--- config.mk ---
export PLATFORM = sky130hd
export DESIGN_NAME = adc_ctrl_front
export DESIGN_NICKNAME = d
export VERILOG_FILES = /design/src/rtl/adc_ctrl_pkg.sv /design/src/rtl/adc_trig_cond.sv /design/src/rtl/adc_power_seq.sv /design/src/rtl/adc_flag_bank.sv /design/src/rtl/adc_ctrl_front.sv
export SDC_FILE = /design/constraint.sdc
export NUM_CORES = 1
export LEC_CHECK = 0
export ABC_CLOCK_PERIOD_IN_PS = 2300
export BUFFER_PORTS_ARGS = -buffer_cell sky130_fd_sc_hd__buf_2
export CAP_MARGIN = 20
export CORE_MARGIN = 5
export CORE_UTILIZATION = 40
export CTS_CLUSTER_SIZE = 24
export DETAILED_ROUTE_END_ITERATION = 10
export PLACE_DENSITY = 0.66
export SYNTH_ARGS = -nofsm -noshare
export SYNTH_HDL_FRONTEND = slang
export SYNTH_SLANG_ARGS = --single-unit
--- constraint.sdc ---
create_clock -name clk -period 2.3 [get_ports clk]
set_clock_uncertainty 0.15 [all_clocks]
set_input_delay 0 -clock clk [delete_from_list [all_inputs] [get_ports clk]]
set_output_delay 0 -clock clk [all_outputs]
set_load 0.02 [all_outputs]
--- src/rtl/adc_ctrl_pkg.sv ---
package adc_ctrl_pkg;

   localparam int BUS_W = 8;

   // control word layout, MSB first; software depends on these positions
   typedef struct packed {
      logic pwr;    // 7
      logic ffc;    // 6
      logic wpd;    // 5
      logic tlvl;   // 4
      logic tpol;   // 3
      logic ten;    // 2
      logic sie;    // 1
      logic sflg;   // 0
   } ctrl_t;

   // {level, polarity}
   typedef enum logic [1:0] {
      TRIG_FALL = 2'b00,
      TRIG_RISE = 2'b01,
      TRIG_LOW  = 2'b10,
      TRIG_HIGH = 2'b11
   } trig_mode_t;

endpackage

--- src/rtl/adc_trig_cond.sv ---
module adc_trig_cond
   import adc_ctrl_pkg::*;
#(
   parameter int SYNC_STAGES = 2
) (
   input  logic       clk,
   input  logic       rst_n,
   input  logic       pin,
   input  logic       enable,
   input  trig_mode_t mode,
   output logic       hit
);

   if (SYNC_STAGES < 2) begin : g_bad_sync
      $error("adc_trig_cond: SYNC_STAGES must be at least 2");
   end

   logic [SYNC_STAGES-1:0] sync_q;
   logic                   prev_q;
   logic                   sy;

   for (genvar s = 0; s < SYNC_STAGES; s++) begin : g_sync
      if (s == 0) begin : g_first
         always_ff @(posedge clk) begin
            if (!rst_n) sync_q[0] <= 1'b0;
            else        sync_q[0] <= pin;
         end
      end else begin : g_next
         always_ff @(posedge clk) begin
            if (!rst_n) sync_q[s] <= 1'b0;
            else        sync_q[s] <= sync_q[s-1];
         end
      end
   end

   assign sy = sync_q[SYNC_STAGES-1];

   always_ff @(posedge clk) begin
      if (!rst_n) prev_q <= 1'b0;
      else        prev_q <= sy;
   end

   always_comb begin
      hit = 1'b0;
      if (enable) begin
         unique case (mode)
            TRIG_FALL: hit = ~sy & prev_q;
            TRIG_RISE: hit = sy & ~prev_q;
            TRIG_LOW:  hit = ~sy;
            TRIG_HIGH: hit = sy;
            default:   hit = 1'b0;
         endcase
      end
   end


   edge_pulse_single_chk: assert property (@(posedge clk) disable iff (!rst_n)
      (hit && !mode[1]) |=> (!hit || mode[1]));

endmodule

--- src/rtl/adc_power_seq.sv ---
module adc_power_seq #(
   parameter int RECOVERY_CYCLES = 64
) (
   input  logic clk,
   input  logic rst_n,
   input  logic pwr_bit,
   input  logic wpd_bit,
   input  logic wait_enter,
   input  logic wake,
   output logic power_on,
   output logic halt,
   output logic ready
);

   localparam int CNT_W = $clog2(RECOVERY_CYCLES + 1);
   localparam logic [CNT_W-1:0] CNT_LOAD = CNT_W'(RECOVERY_CYCLES);

   if (RECOVERY_CYCLES < 1) begin : g_bad_rec
      $error("adc_power_seq: RECOVERY_CYCLES must be at least 1");
   end

   logic             in_wait_q;
   logic [CNT_W-1:0] cnt_q;

   always_ff @(posedge clk) begin
      if (!rst_n)          in_wait_q <= 1'b0;
      else if (wake)       in_wait_q <= 1'b0;
      else if (wait_enter) in_wait_q <= 1'b1;
   end

   assign halt     = pwr_bit & wpd_bit & in_wait_q;
   assign power_on = pwr_bit & ~halt;

   always_ff @(posedge clk) begin
      if (!rst_n)                cnt_q <= CNT_LOAD;
      else if (!power_on)        cnt_q <= CNT_LOAD;
      else if (cnt_q != '0)      cnt_q <= cnt_q - 1'b1;
   end

   assign ready = power_on & (cnt_q == '0);


   power_rise_not_ready_chk: assert property (@(posedge clk) disable iff (!rst_n)
      $rose(power_on) |-> !ready);


   wait_sleep_chk: assert property (@(posedge clk) disable iff (!rst_n)
      (in_wait_q && wpd_bit && pwr_bit && !wake) |=> !ready);

endmodule

--- src/rtl/adc_flag_bank.sv ---
module adc_flag_bank #(
   parameter int NUM_RESULTS = 16,
   parameter int DATA_W      = 8
) (
   input  logic                                clk,
   input  logic                                rst_n,
   input  logic                                ready,
   input  logic                                fast,
   input  logic                                any_wr,
   input  logic [NUM_RESULTS-1:0]              done,
   input  logic [DATA_W-1:0]                   data_in,
   input  logic [NUM_RESULTS-1:0]              stat_rd,
   input  logic [NUM_RESULTS-1:0]              res_rd,
   input  logic [NUM_RESULTS-1:0]              res_acc,
   output logic [NUM_RESULTS-1:0]              ccf,
   output logic [NUM_RESULTS-1:0][DATA_W-1:0]  result
);

   logic [NUM_RESULTS-1:0] armed_q;
   logic [NUM_RESULTS-1:0] set_v;
   logic [NUM_RESULTS-1:0] clr_v;

   for (genvar i = 0; i < NUM_RESULTS; i++) begin : g_slot
      assign set_v[i] = done[i] & ready;
      assign clr_v[i] = fast ? res_acc[i] : (res_rd[i] & armed_q[i]);

      always_ff @(posedge clk) begin
         if (!rst_n) begin
            ccf[i]     <= 1'b0;
            armed_q[i] <= 1'b0;
            result[i]  <= '0;
         end else begin
            ccf[i] <= set_v[i] | (ccf[i] & ~clr_v[i]);
            if (any_wr || clr_v[i])          armed_q[i] <= 1'b0;
            else if (stat_rd[i] && ccf[i])   armed_q[i] <= 1'b1;
            if (set_v[i])                    result[i]  <= data_in;
         end
      end


      flag_clear_needs_access_chk: assert property (@(posedge clk) disable iff (!rst_n)
         $fell(ccf[i]) |-> $past(res_acc[i]));


      strobe_ignored_chk: assert property (@(posedge clk) disable iff (!rst_n)
         (done[i] && !ready && !res_acc[i]) |=> $stable(ccf[i]));
   end

endmodule

--- src/rtl/adc_ctrl_front.sv ---
module adc_ctrl_front
   import adc_ctrl_pkg::*;
#(
   parameter int NUM_RESULTS     = 16,
   parameter int DATA_W          = 8,
   parameter int ADDR_W          = 6,
   parameter int STAT_BASE       = 2,
   parameter int RES_BASE        = 32,
   parameter int RECOVERY_CYCLES = 64,
   parameter int SYNC_STAGES     = 2
) (
   input  logic                    clk,
   input  logic                    rst_n,
   input  logic                    bus_sel,
   input  logic                    bus_wr,
   input  logic [ADDR_W-1:0]       bus_addr,
   input  logic [7:0]              bus_wdata,
   output logic [7:0]              bus_rdata,
   input  logic                    wait_enter,
   input  logic                    wake,
   input  logic                    ext_trig_pin,
   input  logic [NUM_RESULTS-1:0]  conv_done,
   input  logic [DATA_W-1:0]       conv_data,
   input  logic                    seq_done,
   output logic                    seq_abort,
   output logic                    seq_halt,
   output logic                    conv_power,
   output logic                    conv_ready,
   output logic                    trig_start,
   output logic                    ch15_is_trig,
   output logic                    irq
);

   localparam int STAT_BYTES = (NUM_RESULTS + BUS_W - 1) / BUS_W;
   localparam int PAD_W      = STAT_BYTES * BUS_W;
   localparam logic [ADDR_W-1:0] CTRL_ADDR = '0;

   if (NUM_RESULTS < 1 || DATA_W < 1 || DATA_W > BUS_W || STAT_BASE < 1 ||
       RES_BASE < STAT_BASE + STAT_BYTES || RES_BASE + NUM_RESULTS > (1 << ADDR_W)) begin : g_bad_cfg
      $error("adc_ctrl_front: address map or widths inconsistent");
   end

   ctrl_t                             ctrl_q;
   logic                              ctrl_wr;
   logic                              any_wr;
   logic                              abort_q;
   logic                              trig_hit;
   logic [NUM_RESULTS-1:0]            ccf;
   logic [NUM_RESULTS-1:0][DATA_W-1:0] result;
   logic [NUM_RESULTS-1:0]            stat_rd;
   logic [NUM_RESULTS-1:0]            res_acc;
   logic [NUM_RESULTS-1:0]            res_rd;
   logic [PAD_W-1:0]                  ccf_pad;

   assign any_wr  = bus_sel & bus_wr;
   assign ctrl_wr = any_wr & (bus_addr == CTRL_ADDR);

   for (genvar i = 0; i < NUM_RESULTS; i++) begin : g_dec
      assign stat_rd[i] = bus_sel & ~bus_wr & (bus_addr == ADDR_W'(STAT_BASE + i / BUS_W));
      assign res_acc[i] = bus_sel & (bus_addr == ADDR_W'(RES_BASE + i));
      assign res_rd[i]  = res_acc[i] & ~bus_wr;
   end

   always_ff @(posedge clk) begin
      if (!rst_n) begin
         ctrl_q  <= '0;
         abort_q <= 1'b0;
      end else begin
         abort_q <= ctrl_wr;
         if (ctrl_wr)                      ctrl_q <= ctrl_t'({bus_wdata[7:1], 1'b0});
         else if (seq_done && conv_ready)  ctrl_q.sflg <= 1'b1;
      end
   end

   adc_power_seq #(
      .RECOVERY_CYCLES (RECOVERY_CYCLES)
   ) u_power (
      .clk        (clk),
      .rst_n      (rst_n),
      .pwr_bit    (ctrl_q.pwr),
      .wpd_bit    (ctrl_q.wpd),
      .wait_enter (wait_enter),
      .wake       (wake),
      .power_on   (conv_power),
      .halt       (seq_halt),
      .ready      (conv_ready)
   );

   adc_trig_cond #(
      .SYNC_STAGES (SYNC_STAGES)
   ) u_trig (
      .clk    (clk),
      .rst_n  (rst_n),
      .pin    (ext_trig_pin),
      .enable (ctrl_q.ten),
      .mode   (trig_mode_t'({ctrl_q.tlvl, ctrl_q.tpol})),
      .hit    (trig_hit)
   );

   adc_flag_bank #(
      .NUM_RESULTS (NUM_RESULTS),
      .DATA_W      (DATA_W)
   ) u_flags (
      .clk     (clk),
      .rst_n   (rst_n),
      .ready   (conv_ready),
      .fast    (ctrl_q.ffc),
      .any_wr  (any_wr),
      .done    (conv_done),
      .data_in (conv_data),
      .stat_rd (stat_rd),
      .res_rd  (res_rd),
      .res_acc (res_acc),
      .ccf     (ccf),
      .result  (result)
   );

   assign trig_start   = trig_hit & conv_ready & ~ctrl_wr;
   assign ch15_is_trig = ctrl_q.ten;
   assign seq_abort    = abort_q;
   assign irq          = ctrl_q.sie & ctrl_q.sflg;
   assign ccf_pad      = PAD_W'(ccf);

   always_comb begin
      bus_rdata = '0;
      if (bus_addr == CTRL_ADDR) bus_rdata = ctrl_q;
      for (int b = 0; b < STAT_BYTES; b++) begin
         if (bus_addr == ADDR_W'(STAT_BASE + b)) bus_rdata = ccf_pad[b*BUS_W +: BUS_W];
      end
      for (int r = 0; r < NUM_RESULTS; r++) begin
         if (bus_addr == ADDR_W'(RES_BASE + r)) bus_rdata = BUS_W'(result[r]);
      end
   end


   ctrl_write_aborts_chk: assert property (@(posedge clk) disable iff (!rst_n)
      ctrl_wr |=> (seq_abort && !irq));


   abort_one_cycle_chk: assert property (@(posedge clk) disable iff (!rst_n)
      (seq_abort && !ctrl_wr) |=> !seq_abort);


   irq_source_chk: assert property (@(posedge clk) disable iff (!rst_n)
      $rose(irq) |-> $past(seq_done && conv_ready));

endmodule

==> key figures <==
Status
  – Status: finished with violations
  – Failing checks: negative setup slack

Setup path
  – Crit path depth: 10
  – R2R Setup Slk: -0.15 ns
  – Cell family with most CP delay: simple AND/OR/NAND/NOR gates
  – Worst R2R Start: u_power.cnt_q[1]
  – Crit path from: u_power.cnt_q[1]
  – CP most frequent cell: clkbuf_16
  – Req. time, crit path: roughly 2.5 ns
  – Critical Path Sink: u_flags.result[79]
  – Buf/Inv on CP: 5
  – CP peak stage delay: about 0.39 ns
  – Worst setup SP type: flop
  – Crit-path cells: inv_2, ha_4, or3b_4, nor4bb_4, buf_4, buf_8, clkbuf_16, clkbuf_16, nand3_2, a21oi_1
  – Critical Path End Type: flop
  – CP max stage cell: or3b_4
  – CP arrival: approximately 2.7 ns
  – R2R depth: 10
  – Critical path fanouts, max: 6
  – R2r endpoint: u_flags.result[79]
  – Worst setup path class: reg2reg

GRT
  – Antenna violations before repair: 0
  – Vias in the first global route: 8000
  – Global-route wire length before repair: ~46000 um
  – Global Route Usage Sum: a little under a quarter
  – GR Overflow Total: 0
  – Largest net degree at the start of global routing: 48

Finish
  – Final nets: 1266
  – Antenna diode count: 0
  – Fillers: ~1900
  – Core Util, Final: about 55%
  – Share of layout cells above drive strength 1: 29.89%
  – Area growth syn-to-layout: 36.36%
  – Area occupied by multi-input gates: 5171 um^2
  – Register Area: roughly 3600 um^2

Placed design
  – PortBufs: 59
  – Post-DP HPWL: around 19000 um
  – GP Congestion: between 0.9 and 1

Logic synthesis
  – Post-Syn Area per Cell: between 7 and 8 um^2
  – Mapped cell area: between 8000 and 9000 um^2
  – Post-synth net total: 1152
  – Largest area contributor in the netlist: dfxtp_1
  – Yosys top cell area share: around 42%
  – Seq cells post-synth: 180
  – Ys Warns: 0
  – Largest cells by area after synthesis: dfxtp_1, a21oi_1, nand3_1
  – Cell count after synthesis: 1105
  – Ys async rst share: 0%
  – Cell variety after synth: 66
  – Part of the Yosys area used for sequential elements: 42.14%
  – Top FF cell, synth: dfxtp_1
  – EDFF count, synth: 0

Floorplanning
  – I/O pin cnt: just over 60
  – Cell Rows: 53
  – Die Wd: 156.2 um
  – Initial Util: between 40 and 50%
  – Die Height: approximately 160 um
  – Core Region: 21020 um^2
  – Die area: 24400 um^2

Drt
  – Initial DRC count: 1129
  – # DRC: 0
  – Via-per-instance ratio: just under 6
  – Total Wirelength: between 30000 and 40000 um
  – Post-route ant nets: 0
  – Via count: roughly 9000
  – Wire per inst: ~20 um
  – Pre-Repair DR Iteration Count: 7

Clocking
  – TritonCTS clock tree: done
  – Clk Latency, worst-skew pair: 0.44 ns
  – CTS clk-pin slew, worst paths: around 0.070 ns
  – Clock buffer count from CTS: 17
  – Clk root buf: clkbuf_16
  – Max clock buf depth: 2
  – Clock sinks: 180
  – H-tree levels: 4

STA
  – Slew HR: between 50% and 60%
  – Worst Max-Slew Pin Slew: about 0.63 ns
  – RSZ-0062 raised after global routing: yes
  – Setup TNS: -12.55 ns
  – Final-report max-slew violation count: 0
  – Period minus WS final: between 2 and 2.5 ns
  – Max Fclk: a little over 400 MHz
  – Fin crit share: 106.5%
  – Final worst slack: -0.1504 ns
  – Final Hold Fails: 0
  – # setup viols final: ~140

Pwr
  – Worst vdd ir: ~0.42 mV
  – Leak: between 3 and 4 nW
  – P per Cell Area: 571.4 nW/um^2

Flow run
  – Maximum capacitance violations: 0

Worst hold path
  – Hold WC Path Type: in2reg
  – Worst Hold Depth: 5
[cells by family after synthesis]
kind of cell | after synthesis | share of synthesized area (%)
simple gates | 461 | 25.83
compound gates | 307 | 20.46
flops | 180 | 42.14
buf+inv | 117 | 5.911
mux | 34 | 5.004
xor+xnor | 5 | 0.5122
fa+ha+maj | 1 | 0.1463
[timing repair]
action	4_1_cts	5_1_grt
gates cloned	3	6
setup buffers	6	3
endpoints found under the setup margin	64	146
pin swaps	6	60
hold buffers	37	0
gates resized for setup	54	189
endpoints found under the hold margin	163	0
[synthesized netlist by cell type, types with 3 or more instances]
cell	instances
inv_1	8
o211ai_1	5
dfxtp_1	180
mux4_2	6
o21ai_0	22
a32oi_1	3
xnor2_1	3
nand2_1	166
buf_2	29
mux2i_1	18
a31oi_1	3
o221ai_1	3
o22ai_1	9
a2bb2oi_1	6
o2bb2ai_1	3
and2_1	10
a221oi_1	3
nor2b_1	12
clkbuf_1	68
nor3_1	37
nand4b_1	3
a22oi_1	9
mux2_2	10
o21ai_1	3
buf_1	4
a21oi_1	210
nand2b_1	25
buf_4	6
a211oi_1	9
nand3_1	137
and3_1	3
nor2_1	46
[worst min-delay path by stage]
stage               startpoint           endpoint  slack [ns]
finish                  bus_wr          ctrl_q[6]        0.04
global route            bus_wr          ctrl_q[6]        0.05
CTS                     bus_wr          ctrl_q[6]        0.03
detailed placement        wake  u_power.in_wait_q        0.02
global placement          wake  u_power.in_wait_q        0.01
floorplan                 wake  u_power.in_wait_q       -0.07
[layer usage]
layer,global-route usage (%),vias up,wire (um)
met1,32.74,4295,12880
met5,0,-,0
met3,5.132,70,2691
li1,-,4138,-
met4,9.339,0,1020
met2,36.38,467,14040
[metrics by stage]
step	cells	power, mW	hold slack (ns)	area (um^2)	setup slack, ns
finish	1506	6.663	0.04113	11660	-0.1504
detailed placement	1421	3.671	0.01758	9474	-0.03797
global route	1506	6.845	0.05317	11660	-0.2357
global placement	1421	3.669	0.01109	9474	-0.08140
floorplan	1105	3.472	-0.07321	8551	0.1380
CTS	1497	6.634	0.03059	10730	-0.1143
[where the power goes]
part           switching [mW]  internal, mW  leakage, nW
logic                   0.390         0.197         2.20
clock network            1.26          1.69        0.282
registers             0.00215          3.12         1.45
[cell usage in the layout (no fill, tap or decap), drive strengths merged, types with 12 or more instances in the layout]
master and instances:
o21ai 25, nand2 166, dfxtp 180, nand3 137, mux2i 18, clkbuf 26
dlygate4sd3 37, a21oi 210, nor3 37, nand2b 25, nor2b 12, buf 161
nor2 46
[state kept, by name, summed over array words and instances (netlist names)]
name and cells:
ch15_is_trig 1, ctrl_q 7, seq_abort 1, u_flags.armed_q 16, u_flags.ccf 16, u_flags.result 128
u_power.cnt_q 7, u_power.in_wait_q 1, u_trig.prev_q 1, u_trig.sy 1, u_trig.sync_q 1
[layout make-up]
type                    count  share of cell area [%]
clock inverters            10                   1.052
clock buffers              21                   4.035
well taps                 275                   2.951
multi-input cells         808                   44.35
flip-flops and latches    180                   30.96
inverters                   9                  0.3112
repair buffers            203                   16.34
[worst min-delay path, cell delays in order]
cell     delay (ns)
buf_2          0.10
nand2_1        0.08
or3_1          0.24
mux2i_1        0.10
nor2_1         0.07
No activity file was read; power rests on OpenSTA's default activity.
